$ cat src/rtl/vtg_pkg.sv
package vtg_pkg;
  // Region order on both axes is behaviour: visible, front, sync, back.
  typedef enum logic [1:0] {
    RG_ACT   = 2'd0,
    RG_FRONT = 2'd1,
    RG_SYNC  = 2'd2,
    RG_BACK  = 2'd3
  } region_e;

  function automatic region_e region_after(input region_e r);
    return region_e'(r + 2'd1);
  endfunction
endpackage

$ cat src/rtl/vtg_tick_div.sv
module vtg_tick_div #(
  parameter int DIVW = 8
) (
  input  logic            clk,
  input  logic            rst_n,
  input  logic            clr,
  input  logic            run,
  input  logic [DIVW-1:0] div_m1,
  output logic            tick
);
  localparam logic [DIVW-1:0] DIV_MAX_M1 = DIVW'((1 << DIVW) - 2);

  logic [DIVW-1:0] div_eff;
  logic [DIVW-1:0] dcnt_q, dcnt_d;
  logic            at_end;

  assign div_eff = (div_m1 > DIV_MAX_M1) ? DIV_MAX_M1 : div_m1;
  assign at_end  = (dcnt_q >= div_eff);
  assign tick    = run && !clr && at_end;

  always_comb begin
    dcnt_d = dcnt_q;
    if (clr || !run)  dcnt_d = '0;
    else if (at_end)  dcnt_d = '0;
    else              dcnt_d = dcnt_q + 1'b1;
  end

  always_ff @(posedge clk or negedge rst_n) begin
    if (!rst_n) dcnt_q <= '0;
    else        dcnt_q <= dcnt_d;
  end

  // the divider count never runs past the clamped limit
  p_cnt_bound_r3: assert property (@(posedge clk) disable iff (!rst_n)
    dcnt_q <= DIV_MAX_M1);

  // with a nonzero divider, two ticks are never adjacent
  p_tick_gap_r2: assert property (@(posedge clk) disable iff (!rst_n)
    (tick && div_eff != '0) |=> (!tick || div_eff == '0 || !$stable(div_m1)));
endmodule

$ cat src/rtl/vtg_axis.sv
module vtg_axis
  import vtg_pkg::*;
#(
  parameter int CW = 12
) (
  input  logic          clk,
  input  logic          rst_n,
  input  logic          clr,
  input  logic          step,
  input  logic [CW-1:0] lim_act,
  input  logic [CW-1:0] lim_front,
  input  logic [CW-1:0] lim_sync,
  input  logic [CW-1:0] lim_back,
  output region_e       region_o,
  output logic [CW-1:0] cnt_o,
  output logic          enter_o,
  output region_e       next_o
);
  region_e       region_q, region_d;
  logic [CW-1:0] cnt_q, cnt_d;
  logic [CW-1:0] cur_lim;
  logic          done;

  always_comb begin
    case (region_q)
      RG_ACT:   cur_lim = lim_act;
      RG_FRONT: cur_lim = lim_front;
      RG_SYNC:  cur_lim = lim_sync;
      default:  cur_lim = lim_back;
    endcase
  end

  assign done    = (cnt_q >= cur_lim);
  assign next_o  = region_after(region_q);
  assign enter_o = step && !clr && done;

  always_comb begin
    region_d = region_q;
    cnt_d    = cnt_q;
    if (clr) begin
      region_d = RG_ACT;
      cnt_d    = '0;
    end else if (step) begin
      if (done) begin
        region_d = next_o;
        cnt_d    = '0;
      end else begin
        cnt_d = cnt_q + 1'b1;
      end
    end
  end

  always_ff @(posedge clk or negedge rst_n) begin
    if (!rst_n) begin
      region_q <= RG_ACT;
      cnt_q    <= '0;
    end else begin
      region_q <= region_d;
      cnt_q    <= cnt_d;
    end
  end

  assign region_o = region_q;
  assign cnt_o    = cnt_q;

  // regions are visited only in the fixed order
  p_region_order_r4: assert property (@(posedge clk) disable iff (!rst_n)
    (step && !clr) |=> (region_q == $past(region_q) ||
                        region_q == region_after($past(region_q))));

  // nothing moves without a step
  p_hold_no_step_r7: assert property (@(posedge clk) disable iff (!rst_n)
    (!step && !clr) |=> ($stable(cnt_q) && $stable(region_q)));
endmodule

$ cat src/rtl/vtg_frame_irq.sv
module vtg_frame_irq
  import vtg_pkg::*;
(
  input  logic    clk,
  input  logic    rst_n,
  input  logic    clr,
  input  logic    evt_enter,
  input  region_e evt_region,
  input  logic [1:0] sel,
  input  logic    g_en,
  input  logic    f_en,
  input  logic    ack,
  output logic    pending
);
  logic pend_q, pend_d;
  logic set_evt;

  assign set_evt = evt_enter && (evt_region == region_e'(sel)) && g_en && f_en;

  always_comb begin
    pend_d = pend_q;
    if (clr)          pend_d = 1'b0;
    else if (set_evt) pend_d = 1'b1;
    else if (ack)     pend_d = 1'b0;
  end

  always_ff @(posedge clk or negedge rst_n) begin
    if (!rst_n) pend_q <= 1'b0;
    else        pend_q <= pend_d;
  end

  assign pending = pend_q;

  // status only rises while both enables are on
  p_set_gated_r8: assert property (@(posedge clk) disable iff (!rst_n)
    $rose(pend_q) |-> $past(g_en && f_en));

  // acknowledge with no competing event clears the status
  p_ack_clears_r9: assert property (@(posedge clk) disable iff (!rst_n)
    (ack && !evt_enter) |=> !pend_q);

  // status is sticky without acknowledge or soft reset
  p_sticky_r9: assert property (@(posedge clk) disable iff (!rst_n)
    (pend_q && !ack && !clr) |=> pend_q);
endmodule

$ cat src/rtl/vtg_top.sv
module vtg_top
  import vtg_pkg::*;
#(
  parameter int HW   = 12,
  parameter int VW   = 11,
  parameter int DIVW = 8
) (
  input  logic            clk,
  input  logic            rst_n,
  input  logic            soft_rst,
  input  logic            video_en,
  input  logic [DIVW-1:0] clk_div_m1,
  input  logic [HW-1:0]   h_active_m1,
  input  logic [HW-1:0]   h_front_m1,
  input  logic [HW-1:0]   h_sync_m1,
  input  logic [HW-1:0]   h_back_m1,
  input  logic [VW-1:0]   v_active_m1,
  input  logic [VW-1:0]   v_front_m1,
  input  logic [VW-1:0]   v_sync_m1,
  input  logic [VW-1:0]   v_back_m1,
  input  logic [VW-1:0]   line_thresh,
  input  logic            irq_global_en,
  input  logic            irq_frame_en,
  input  logic [1:0]      irq_evt_sel,
  input  logic            irq_ack,
  output logic            pix_tick,
  output logic            hsync,
  output logic            vsync,
  output logic            de,
  output logic [HW-1:0]   pix_x,
  output logic [VW-1:0]   pix_y,
  output logic            line_hit,
  output logic            irq_pending
);
  // Asynchronous assert, synchronous release.
  logic [1:0] rst_sync_q;
  logic       rst_n_int;

  always_ff @(posedge clk or negedge rst_n) begin
    if (!rst_n) rst_sync_q <= 2'b00;
    else        rst_sync_q <= {rst_sync_q[0], 1'b1};
  end
  assign rst_n_int = rst_sync_q[1];

  logic          axis_clr;
  logic          h_step, v_step;
  region_e       h_reg, v_reg, h_next, v_next;
  logic [HW-1:0] h_cnt;
  logic [VW-1:0] v_cnt;
  logic          h_enter, v_enter;
  logic          h_wrap;

  assign axis_clr = soft_rst || !video_en;

  vtg_tick_div #(.DIVW(DIVW)) u_div (
    .clk    (clk),
    .rst_n  (rst_n_int),
    .clr    (soft_rst),
    .run    (video_en),
    .div_m1 (clk_div_m1),
    .tick   (pix_tick)
  );

  assign h_step = pix_tick;
  assign h_wrap = h_enter && (h_next == RG_ACT);
  assign v_step = pix_tick && h_wrap;

  vtg_axis #(.CW(HW)) u_haxis (
    .clk       (clk),
    .rst_n     (rst_n_int),
    .clr       (axis_clr),
    .step      (h_step),
    .lim_act   (h_active_m1),
    .lim_front (h_front_m1),
    .lim_sync  (h_sync_m1),
    .lim_back  (h_back_m1),
    .region_o  (h_reg),
    .cnt_o     (h_cnt),
    .enter_o   (h_enter),
    .next_o    (h_next)
  );

  vtg_axis #(.CW(VW)) u_vaxis (
    .clk       (clk),
    .rst_n     (rst_n_int),
    .clr       (axis_clr),
    .step      (v_step),
    .lim_act   (v_active_m1),
    .lim_front (v_front_m1),
    .lim_sync  (v_sync_m1),
    .lim_back  (v_back_m1),
    .region_o  (v_reg),
    .cnt_o     (v_cnt),
    .enter_o   (v_enter),
    .next_o    (v_next)
  );

  vtg_frame_irq u_irq (
    .clk        (clk),
    .rst_n      (rst_n_int),
    .clr        (soft_rst),
    .evt_enter  (v_enter),
    .evt_region (v_next),
    .sel        (irq_evt_sel),
    .g_en       (irq_global_en),
    .f_en       (irq_frame_en),
    .ack        (irq_ack),
    .pending    (irq_pending)
  );

  logic h_vis, v_vis;
  assign h_vis = video_en && (h_reg == RG_ACT);
  assign v_vis = video_en && (v_reg == RG_ACT);

  assign hsync    = video_en && (h_reg == RG_SYNC);
  assign vsync    = video_en && (v_reg == RG_SYNC);
  assign de       = h_vis && v_vis;
  assign pix_x    = h_vis ? h_cnt : '0;
  assign pix_y    = v_vis ? v_cnt : '0;
  assign line_hit = v_vis && (v_cnt == line_thresh);

  // data enable never overlaps a sync pulse
  p_de_excl_r6: assert property (@(posedge clk) disable iff (!rst_n_int)
    de |-> (!hsync && !vsync));

  // vertical sync starts only on a pixel step
  p_vsync_on_tick_r5: assert property (@(posedge clk) disable iff (!rst_n_int)
    $rose(vsync) |-> $past(pix_tick));

  // a line match reports the compared visible line
  p_line_hit_r10: assert property (@(posedge clk) disable iff (!rst_n_int)
    line_hit |-> (pix_y == line_thresh));
endmodule

$ cat config.mk
export PLATFORM = sky130hd
export DESIGN_NAME = vtg_top
export DESIGN_NICKNAME = d
export VERILOG_FILES = /design/src/rtl/vtg_pkg.sv /design/src/rtl/vtg_tick_div.sv /design/src/rtl/vtg_axis.sv /design/src/rtl/vtg_frame_irq.sv /design/src/rtl/vtg_top.sv
export SDC_FILE = /design/constraint.sdc
export NUM_CORES = 1
export LEC_CHECK = 0
export BUFFER_PORTS_ARGS = -buffer_cell sky130_fd_sc_hd__buf_2
export CAP_MARGIN = 20
export CORE_MARGIN = 4
export CORE_UTILIZATION = 30
export CTS_BUF_LIST = sky130_fd_sc_hd__clkbuf_8
export DETAILED_ROUTE_END_ITERATION = 8
export PLACE_DENSITY = 0.51
export SYNTH_ARGS = -nofsm -noshare
export SYNTH_HDL_FRONTEND = slang
export SYNTH_SLANG_ARGS = --single-unit
$ cat constraint.sdc
create_clock -name clk -period 2.7 [get_ports clk]
set_input_delay 0.405 -clock clk [delete_from_list [all_inputs] [get_ports clk]]
set_output_delay 0.405 -clock clk [all_outputs]
set_load 0.05 [all_outputs]
; After elaboration in Yosys (flattened, before gate mapping)
; Index checks and enable logic that the tools add are counted.
[classes]
order_cmp = 4
eq_ne = 6
n_addsub = 5
reduce_logical = 31
n_mux = 22
[ops]
columns = cell, count
row1 = $mux 12, 4
row2 = $mux 11, 4
row3 = $pmux 12 s3, 1
row4 = $pmux 11 s3, 1
row5 = $mux 8, 3
row6 = $logic_and 1x1->1, 17
row7 = $add 12x1->12 const B, 1
row8 = $ge 12x12->1, 1
row9 = $mux 2, 6
row10 = $add 11x1->11 const B, 1
row11 = $eq 11x11->1, 1
row12 = $ge 11x11->1, 1
row13 = $add 8x1->8 const B, 1
row14 = $ge 8x8->1, 1
row15 = $gt 8x8->1 const B, 1
row16 = $reduce_bool 2->1, 4
row17 = $logic_not 2->1, 3
row18 = $add 2x1->2 const B, 2
row19 = $eq 2x1->1 const B, 2
row20 = $eq 2x2->1 const B, 2
row21 = $reduce_and 2->1, 2
row22 = $logic_not 1->1, 3
row23 = $mux 1, 3
row24 = $reduce_bool 3->1, 1
row25 = 2 further kinds, 2
[word_totals]
word_cells = 75
out_inout_bits = 29
register_bits = 38
in_bits = 120

; Logic depth before layout (Yosys ltp)
; Gate-level depths: netlist (run 1).
[logic_depth]
word_depth = 15
ltp_mapped = 14
mapped_depth_nobuf = 12

; Modules after synthesis
; A second synthesis (run 1) with hierarchy kept.
[unflattened]
cells_unflattened = 410
hier_area_um2 = 3637.2
[by_module_without_submodules]
columns = module, seq_area_each_um2, area_each_um2, n_inst, cells_each
row1 = vtg_axis (u_haxis), 350.3, 1345.0, 1, 146
row2 = vtg_axis (u_vaxis), 325.3, 1188.6, 1, 142
row3 = vtg_tick_div, 200.2, 600.6, 1, 65
row4 = vtg_top, 50.0, 436.7, 1, 51
row5 = vtg_frame_irq, 25.0, 66.3, 1, 6

; Worst setup path after synthesis (run 1)
; Ideal clock, no wire load.
[synth_path]
path_kind = register -> register
from = register u_haxis.region_q[0] (netlist: u_haxis.region_o[0])
to = register u_vaxis.cnt_q[5] (netlist: u_vaxis.cnt_o[5])
synth_period_minus_slack_ns = 3.063
t_required_ns = 2.578
slack_ns = -0.363
setup_time_ns = 0.122
t_arrival_ns = 2.941
n_path_buf = 2
stages_incl_launch_ff = 15
cell_sequence = dfrtp_1 > inv_1 > ha_1 > clkbuf_1 > a222oi_1 > nand2_1 > o21ai_0 > ha_1 > nand4_1 > or4_1 > o22ai_2 > o21a_2 > buf_6 > o211ai_1 > a32o_1
[synth_via]
elab_chain_cells = 7
word_cells_on_any_way = 11
cone_classes = add/sub (1) / order compare (1) / eq/ne (2) / mux (1) / reduce/logical (6)
[synth_rtl]
columns = item, line
row1 = "start, declared", vtg_axis.sv:19  ; region_e region_q, region_d;
row2 = "start signal, assigned", vtg_axis.sv:58  ; region_q <= region_d;
row3 = "$eq 2x2->1, or another cell as far along", vtg_axis.sv:25  ; case (region_q)
row4 = $pmux 12 s3, vtg_axis.sv:25
row5 = $ge 12x12->1, vtg_axis.sv:33  ; assign done = (cnt_q >= cur_lim);
row6 = $logic_and 1x1->1, vtg_axis.sv:35  ; assign enter_o = step && !clr && done;
row7 = $logic_and 1x1->1 *, vtg_top.sv:65  ; assign h_wrap = h_enter && (h_next == RG_ACT);
row8 = $logic_and 1x1->1 *, vtg_top.sv:66  ; assign v_step = pix_tick && h_wrap;
row9 = $reduce_bool 2->1 (no source line) *, -
row10 = "end signal, assigned", vtg_axis.sv:59  ; cnt_q <= cnt_d;
row11 = "end, declared", vtg_axis.sv:20  ; logic [CW-1:0] cnt_q, cnt_d;
; Every way passes the cells marked *; elsewhere a longest branch is shown, timed or not.
; A chain may end at the register's enable or synchronous reset.

; Final worst setup path (run 1)
[layout_path]
from = register u_haxis.region_q[0] (netlist: u_haxis.region_o[0])
to = register u_vaxis.cnt_q[10] (netlist: u_vaxis.cnt_o[10])
; The elaborated chain is that of the path after synthesis.

==> results.cfg, run 1 <==
[placement]
dp.cells = 745
port-buffer-count = 148
dpl.hpwl_um = 9590
placed_cell_area_um2 = 4900
place_congestion = 0.860

[global_routing]
grt_pass1_vias = 4018
use_met1_pct = 22.2
grt.total_usage_pct = 16.8
grt_pass1_wl_um = 19800
grt-busiest-layer = met2
grt.overflow.total = 0
grt_max_degree = 37
antenna_found_initial = 0
met2_usage_pct = 29.1
gr-usage-met3_pct = 3.65

[critical_path]
cp_slowest_cell = or4_4
critPathMaxFanout = 8
timing.rr.end = u_vaxis.cnt_o[10]
rrSetupSlack_ns = -0.38
critical_path_class = register to register
cpLargestDelayFamily = compound AO/OA/AOI/OAI gates
crit_chain = inv_2 -> buf_6 -> ha_4 -> buf_6 -> a222oi_1 -> nand2_1 -> o21ai_2 -> ha_2 -> nor3_1 -> or4_4 -> o22ai_4 -> o21ai_4 -> a211o_1 -> a32o_1
reg2regPathDepth = 14
crit_path_start_kind = register
reg2reg_from = u_haxis.region_o[0]
cp.buffers_inverters = 3
critical_path_arrival_ns = 3.27
critPathRequiredTime_ns = 2.89
cp_common_cell = buf_6
cpPeakStageDelay_ns = 0.49
end_kind = register

[cts]
worstSkewPairLatency_ns = 0.29
cts_sinks = 38
cts_root_buf = clkbuf_8
cts_buffers = 5
h-tree-depth = 2
clk_pin_slew_ns = 0.08
clock_path_buffers = 2
cts_tree = yes

[drt]
drt_first_pass_iters = 6
drt_iter0_markers = 194
route.detailed.drc = 0
wl_um = 12200
vias = 4054
routedWlPerCell_um = 15.9
drtAntennaViolNets = 0
viasPerCell = 5.26

[cells_and_area]
fin_area_um2 = 5350
final_nets = 789
drive_gt1_share_pct = 44.8
seqCellArea_um2 = 951
instances_no_fill = 770
syn2layout_area_growth_pct = 47.4
multi_input_area_um2 = 2730
n_antenna_cell = 0
fillCellCount = 1151

[synthesis]
synth_ff_type = dfrtp_1
synth_enable_flop_cells = 0
synthTopCellsByArea = dfrtp_1 (26%), ha_1 (15%), a222oi_1 (6.3%)
synth_nets = 588
synth_common_cells = ha_1 (43), dfrtp_1 (38), nand2_1 (35), and3_1 (34), o21ai_0 (29)
ys_ff_latch = 38
yosysTopAreaCellShare_pct = 26.2
avgSynthCellArea_um2 = 8.55
synth_cell_type_count = 61
ys_warn_count = 0
netlist_area_um2 = 3630
synth_seq_area_share_pct = 26.2
synth.largest_area_cell = dfrtp_1
yosysMostFrequentCell = ha_1
synth_cells = 425
ys_async_sr_fraction_pct = 100

[run_status]
violations = setup timing
outcome = finished, violations left

[sta]
slew_violations = 0
rsz0062_at_grt = yes
clock.fmax_mhz = 324
fin_setup_tns_ns = -8.43
hold_viol_final = 0
worst_slack_ns = -0.384
slew_headroom_pct = 62.9
worst_slew_pin_slew_ns = 0.555
period_needed_ns = 3.08
fin_crit_sh_pct = 114
clock_skew_ns = 0.0103
final-setup-viol-count = 28
whs_ns = 0.286

[die]
chipWidth_um = 118
core_um2 = 11600
io_pins = 149
die_h_um = 118
start_util_pct = 31.3
rows = 39
dieArea_um2 = 13900

[power_and_ir_drop]
pwr-share-comb_pct = 19.6
cellLeakagePower_nw = 2.75
swShare_pct = 26.3
p_seq_share_pct = 46.8
clkPwrFrac_pct = 33.6
p_total_mw = 1.23
p_sw_uw = 322
irDropWorstVdd_uv = 205
power_density_nw_per_um2 = 229
power.internal_uw = 904

[flow_run]
cap_violations = 0

[worst_hold_path]
holdCritPathClass = register to asynchronous set/reset pin
how the worst max path moves through the flow:
stage	endpoint	slack, ns	cells after the start	from
final	u_vaxis.cnt_o[10]	-0.38	14	u_haxis.region_o[0]
after global placement	u_haxis.region_o[1]	-0.42	12	u_haxis.region_o[0]
after global routing	u_vaxis.cnt_o[1]	-0.55	14	u_haxis.region_o[0]
after CTS	u_vaxis.cnt_o[10]	-0.36	14	u_haxis.region_o[0]
after floorplan	u_vaxis.cnt_o[5]	-0.19	14	u_haxis.region_o[1]
after detailed placement	u_haxis.region_o[1]	-0.52	12	u_haxis.region_o[0]
cell type report:
cell class              instances  area share (%)
inverters                      22            1.54
flip-flops and latches         38            17.8
clock inverters                 2           0.234
clock buffers                   6            1.54
repair buffers                216            24.6
well taps                     143            3.34
multi-input cells             343            50.9
power groups by stage:
stage | clock network (mW) | registers, mW | logic, mW
final | 0.412 | 0.574 | 0.240
after global routing | 0.451 | 0.575 | 0.268
after CTS | 0.430 | 0.574 | 0.241
after detailed placement | 0 | 0.586 | 0.226
after global placement | 0 | 0.586 | 0.224
after floorplan | 0 | 0.592 | 0.0980
placed cells by master (no fill, tap or decap), types with 14 or more instances in the layout:
master	Yosys	layout
a222oi_1	23	23
and3_1	34	34
buf_2	2	147
buf_4	1	56
dfrtp_1	38	38
ha_1	43	35
inv_1	21	18
nand2_1	35	35
nand3_1	17	15
nand4_1	14	14
nor2_1	19	16
o21ai_0	29	17
xnor2_1	18	18
sequential cells by signal, indices dropped and copies added, names as in the netlist:
register and flops:
u_vaxis.region_o 2, u_irq.pending 1, u_haxis.cnt_o 12, u_vaxis.cnt_o 11
rst_sync_q 2, u_haxis.region_o 2, u_div.dcnt_q 8
layer usage:
metal / vias up / part of all wire, %
met5: - / 0
met2: 125 / 48
met1: 1897 / 46
met3: 4 / 6.3
li1: 2028 / -
met4: 0 / 0.23
kinds of logic after synthesis:
logic type	count (synthesis)	share of synthesized area, %
mux	3	0.861
fa+ha+maj	43	14.8
simple gates	154	22.8
other cells	1	0.103
buf+inv	46	5.34
xor+xnor	24	5.79
flops	38	26.2
compound gates	116	24.1
stage by stage:
step / setup slack (ns) / util (%)
2_1_floorplan: -0.186 / -
3_3_place_gp: -0.417 / 42.2
3_5_place_dp: -0.518 / 42.2
4_1_cts: -0.358 / 45.5
5_1_grt: -0.548 / 46.1
6_report: -0.384 / 46.1
repair_timing:
action | CTS | global route
gates cloned | 2 | 0
endpoints found under the hold margin | 2 | 0
pin swaps | 15 | 14
buffers inserted | 11 | 4
setup endpoints to repair | 29 | 29
hold buffers | 1 | 0
resized for setup | 50 | 10
Note: power is estimated with default switching activity, not from simulation.
==> inputs of run 2 (changes only) <==
- MAX_ROUTING_LAYER: default -> met4
==> run 2 against run 1 <==
Compared with the run above:
- the flow still finishes with violations (setup timing)
- register-to-register slack is essentially flat
- sequential share of layout area is the same
- maximum frequency is essentially flat
- combinational power is essentially flat
- first-iteration DRC count grew 5.2%
- final area is the same
- non-clock buffer count is the same
- clock skew is essentially flat
- hold slack lost 0.00072 ns
- largest power group unchanged
==> results.cfg, run 2 (same netlist as run 1, synthesis figures left out) <==
[run_status]
outcome = finished, violations left
violations = setup timing

[global_routing]
grt.overflow.total = 0
antenna_found_initial = 0
grt_max_degree = 37
grt_pass1_wl_um = 19800
grt_pass1_vias = 4019
grt.total_usage_pct = 17.3

[cells_and_area]
n_antenna_cell = 0
final_nets = 789
final_common_cell = buf_2
syn2layout_area_growth_pct = 47.4
largest_register_ffs = 12
seqCellArea_um2 = 951
fillCellCount = 1151
multi_input_area_um2 = 2730
final_cell_mix = buf_2 (147), buf_4 (56), dfrtp_1 (38)
drive_gt1_share_pct = 44.8

[placement]
port-buffer-count = 148
pre_cts_slack_ns = -0.518
dpl.hpwl_um = 9590
place_congestion = 0.874

[die]
core_um2 = 11600
start_util_pct = 31.3
rows = 39
io_pins = 149
dieArea_um2 = 13900
chipWidth_um = 118
die_h_um = 118

[drt]
wl_um = 12200
viasPerCell = 5.26
drtAntennaViolNets = 0
route.detailed.drc = 0
drt_iter0_markers = 204
vias = 4054
drt_first_pass_iters = 8
routedWlPerCell_um = 15.8

[critical_path]
critical_path_class = register to register
timing.rr.end = u_vaxis.cnt_o[10]
critPathMaxFanout = 8
reg2regPathDepth = 14
rrSetupSlack_ns = -0.38
critPathRequiredTime_ns = 2.89
end_kind = register
reg2reg_from = u_haxis.region_o[0]
critical_path_arrival_ns = 3.27
crit_path_start_kind = register

[cts]
clock_path_buffers = 2
cts_tree = yes
cts_buffers = 5
cts_sinks = 38
h-tree-depth = 2
cts_root_buf = clkbuf_8
worstSkewPairLatency_ns = 0.29
clk_pin_slew_ns = 0.08

[sta]
worst_slack_ns = -0.384
slew_violations = 0
final-setup-viol-count = 28
worst_slew_pin_slew_ns = 0.558
hold_viol_final = 0
rsz0062_at_grt = yes
slew_headroom_pct = 62.7
clock_skew_ns = 0.0107
clock.fmax_mhz = 324
period_needed_ns = 3.08
fin_crit_sh_pct = 114

[power_and_ir_drop]
cellLeakagePower_nw = 2.75
power_density_nw_per_um2 = 229
p_total_mw = 1.23
irDropWorstVdd_uv = 205

[flow_run]
cap_violations = 0

[worst_hold_path]
holdCritPathClass = register to asynchronous set/reset pin
run 2: cell counts in the layout (fill, tap and decap cells not counted):
Identical to the previous run, type by type.
run 2: worst max path at each step:
stage | from | to | slack, ns | depth (start not counted)
2_1_floorplan | u_haxis.region_o[1] | u_vaxis.cnt_o[5] | -0.19 | 14
3_3_place_gp | u_haxis.region_o[0] | u_haxis.region_o[1] | -0.42 | 12
3_5_place_dp | u_haxis.region_o[0] | u_haxis.region_o[1] | -0.52 | 12
4_1_cts | u_haxis.region_o[0] | u_vaxis.cnt_o[10] | -0.36 | 14
5_1_grt | u_haxis.region_o[0] | u_vaxis.cnt_o[1] | -0.55 | 14
6_report | u_haxis.region_o[0] | u_vaxis.cnt_o[10] | -0.38 | 14
run 2: power by group:
group / switching, mW / internal [mW]
clock network: 0.207 / 0.205
logic: 0.113 / 0.127
registers: 0.00268 / 0.572
total: 0.323 / 0.904
run 2: metrics by stage:
stage	hold WS, ns	utilization, %	setup TNS, ns	instances	instance area [um^2]
6_report	0.285	46.1	-8.43	770	5350
5_1_grt	0.350	46.1	-12.55	770	5350
4_1_cts	0.322	45.5	-8.46	766	5290
3_5_place_dp	0.195	42.2	-11.83	745	4900
3_3_place_gp	0.191	42.2	-9.78	745	4900
2_1_floorplan	0.109	-	-2.08	425	3700
run 2: timing repair:
| action | 4_1_cts | 5_1_grt |
|---|---|---|
| cloned | 2 | 0 |
| resized for setup | 50 | 10 |
| endpoints found under the hold margin | 2 | 0 |
| pin swaps | 15 | 14 |
| hold buffers | 1 | 0 |
| setup endpoints to repair | 29 | 29 |
| buffers inserted | 11 | 4 |
run 2: layout make-up:
class / instances / share of cell area, %
multi-input cells: 343 / 50.9
repair buffers: 216 / 24.6
flip-flops and latches: 38 / 17.8
well taps: 143 / 3.34
clock buffers: 6 / 1.54
inverters: 22 / 1.54
clock inverters: 2 / 0.234
run 2: worst max-delay path, stage by stage, from the launching register on:
cell and delay (ns):
dfrtp_1 0.39, inv_2 0.07, buf_6 0.12, ha_4 0.18, buf_6 0.14, a222oi_1 0.30
nand2_1 0.11, o21ai_2 0.08, ha_2 0.20, nor3_1 0.06, or4_4 0.49, o22ai_4 0.23
o21ai_4 0.13, a211o_1 0.24, a32o_1 0.25
run 2: routing by layer:
metal | part of all wire [%] | global-route usage, %
met1 | 46 | 22.3
met3 | 6.0 | 3.56
met5 | 0 | -
met2 | 48 | 29.1
met4 | 0.27 | 1.76
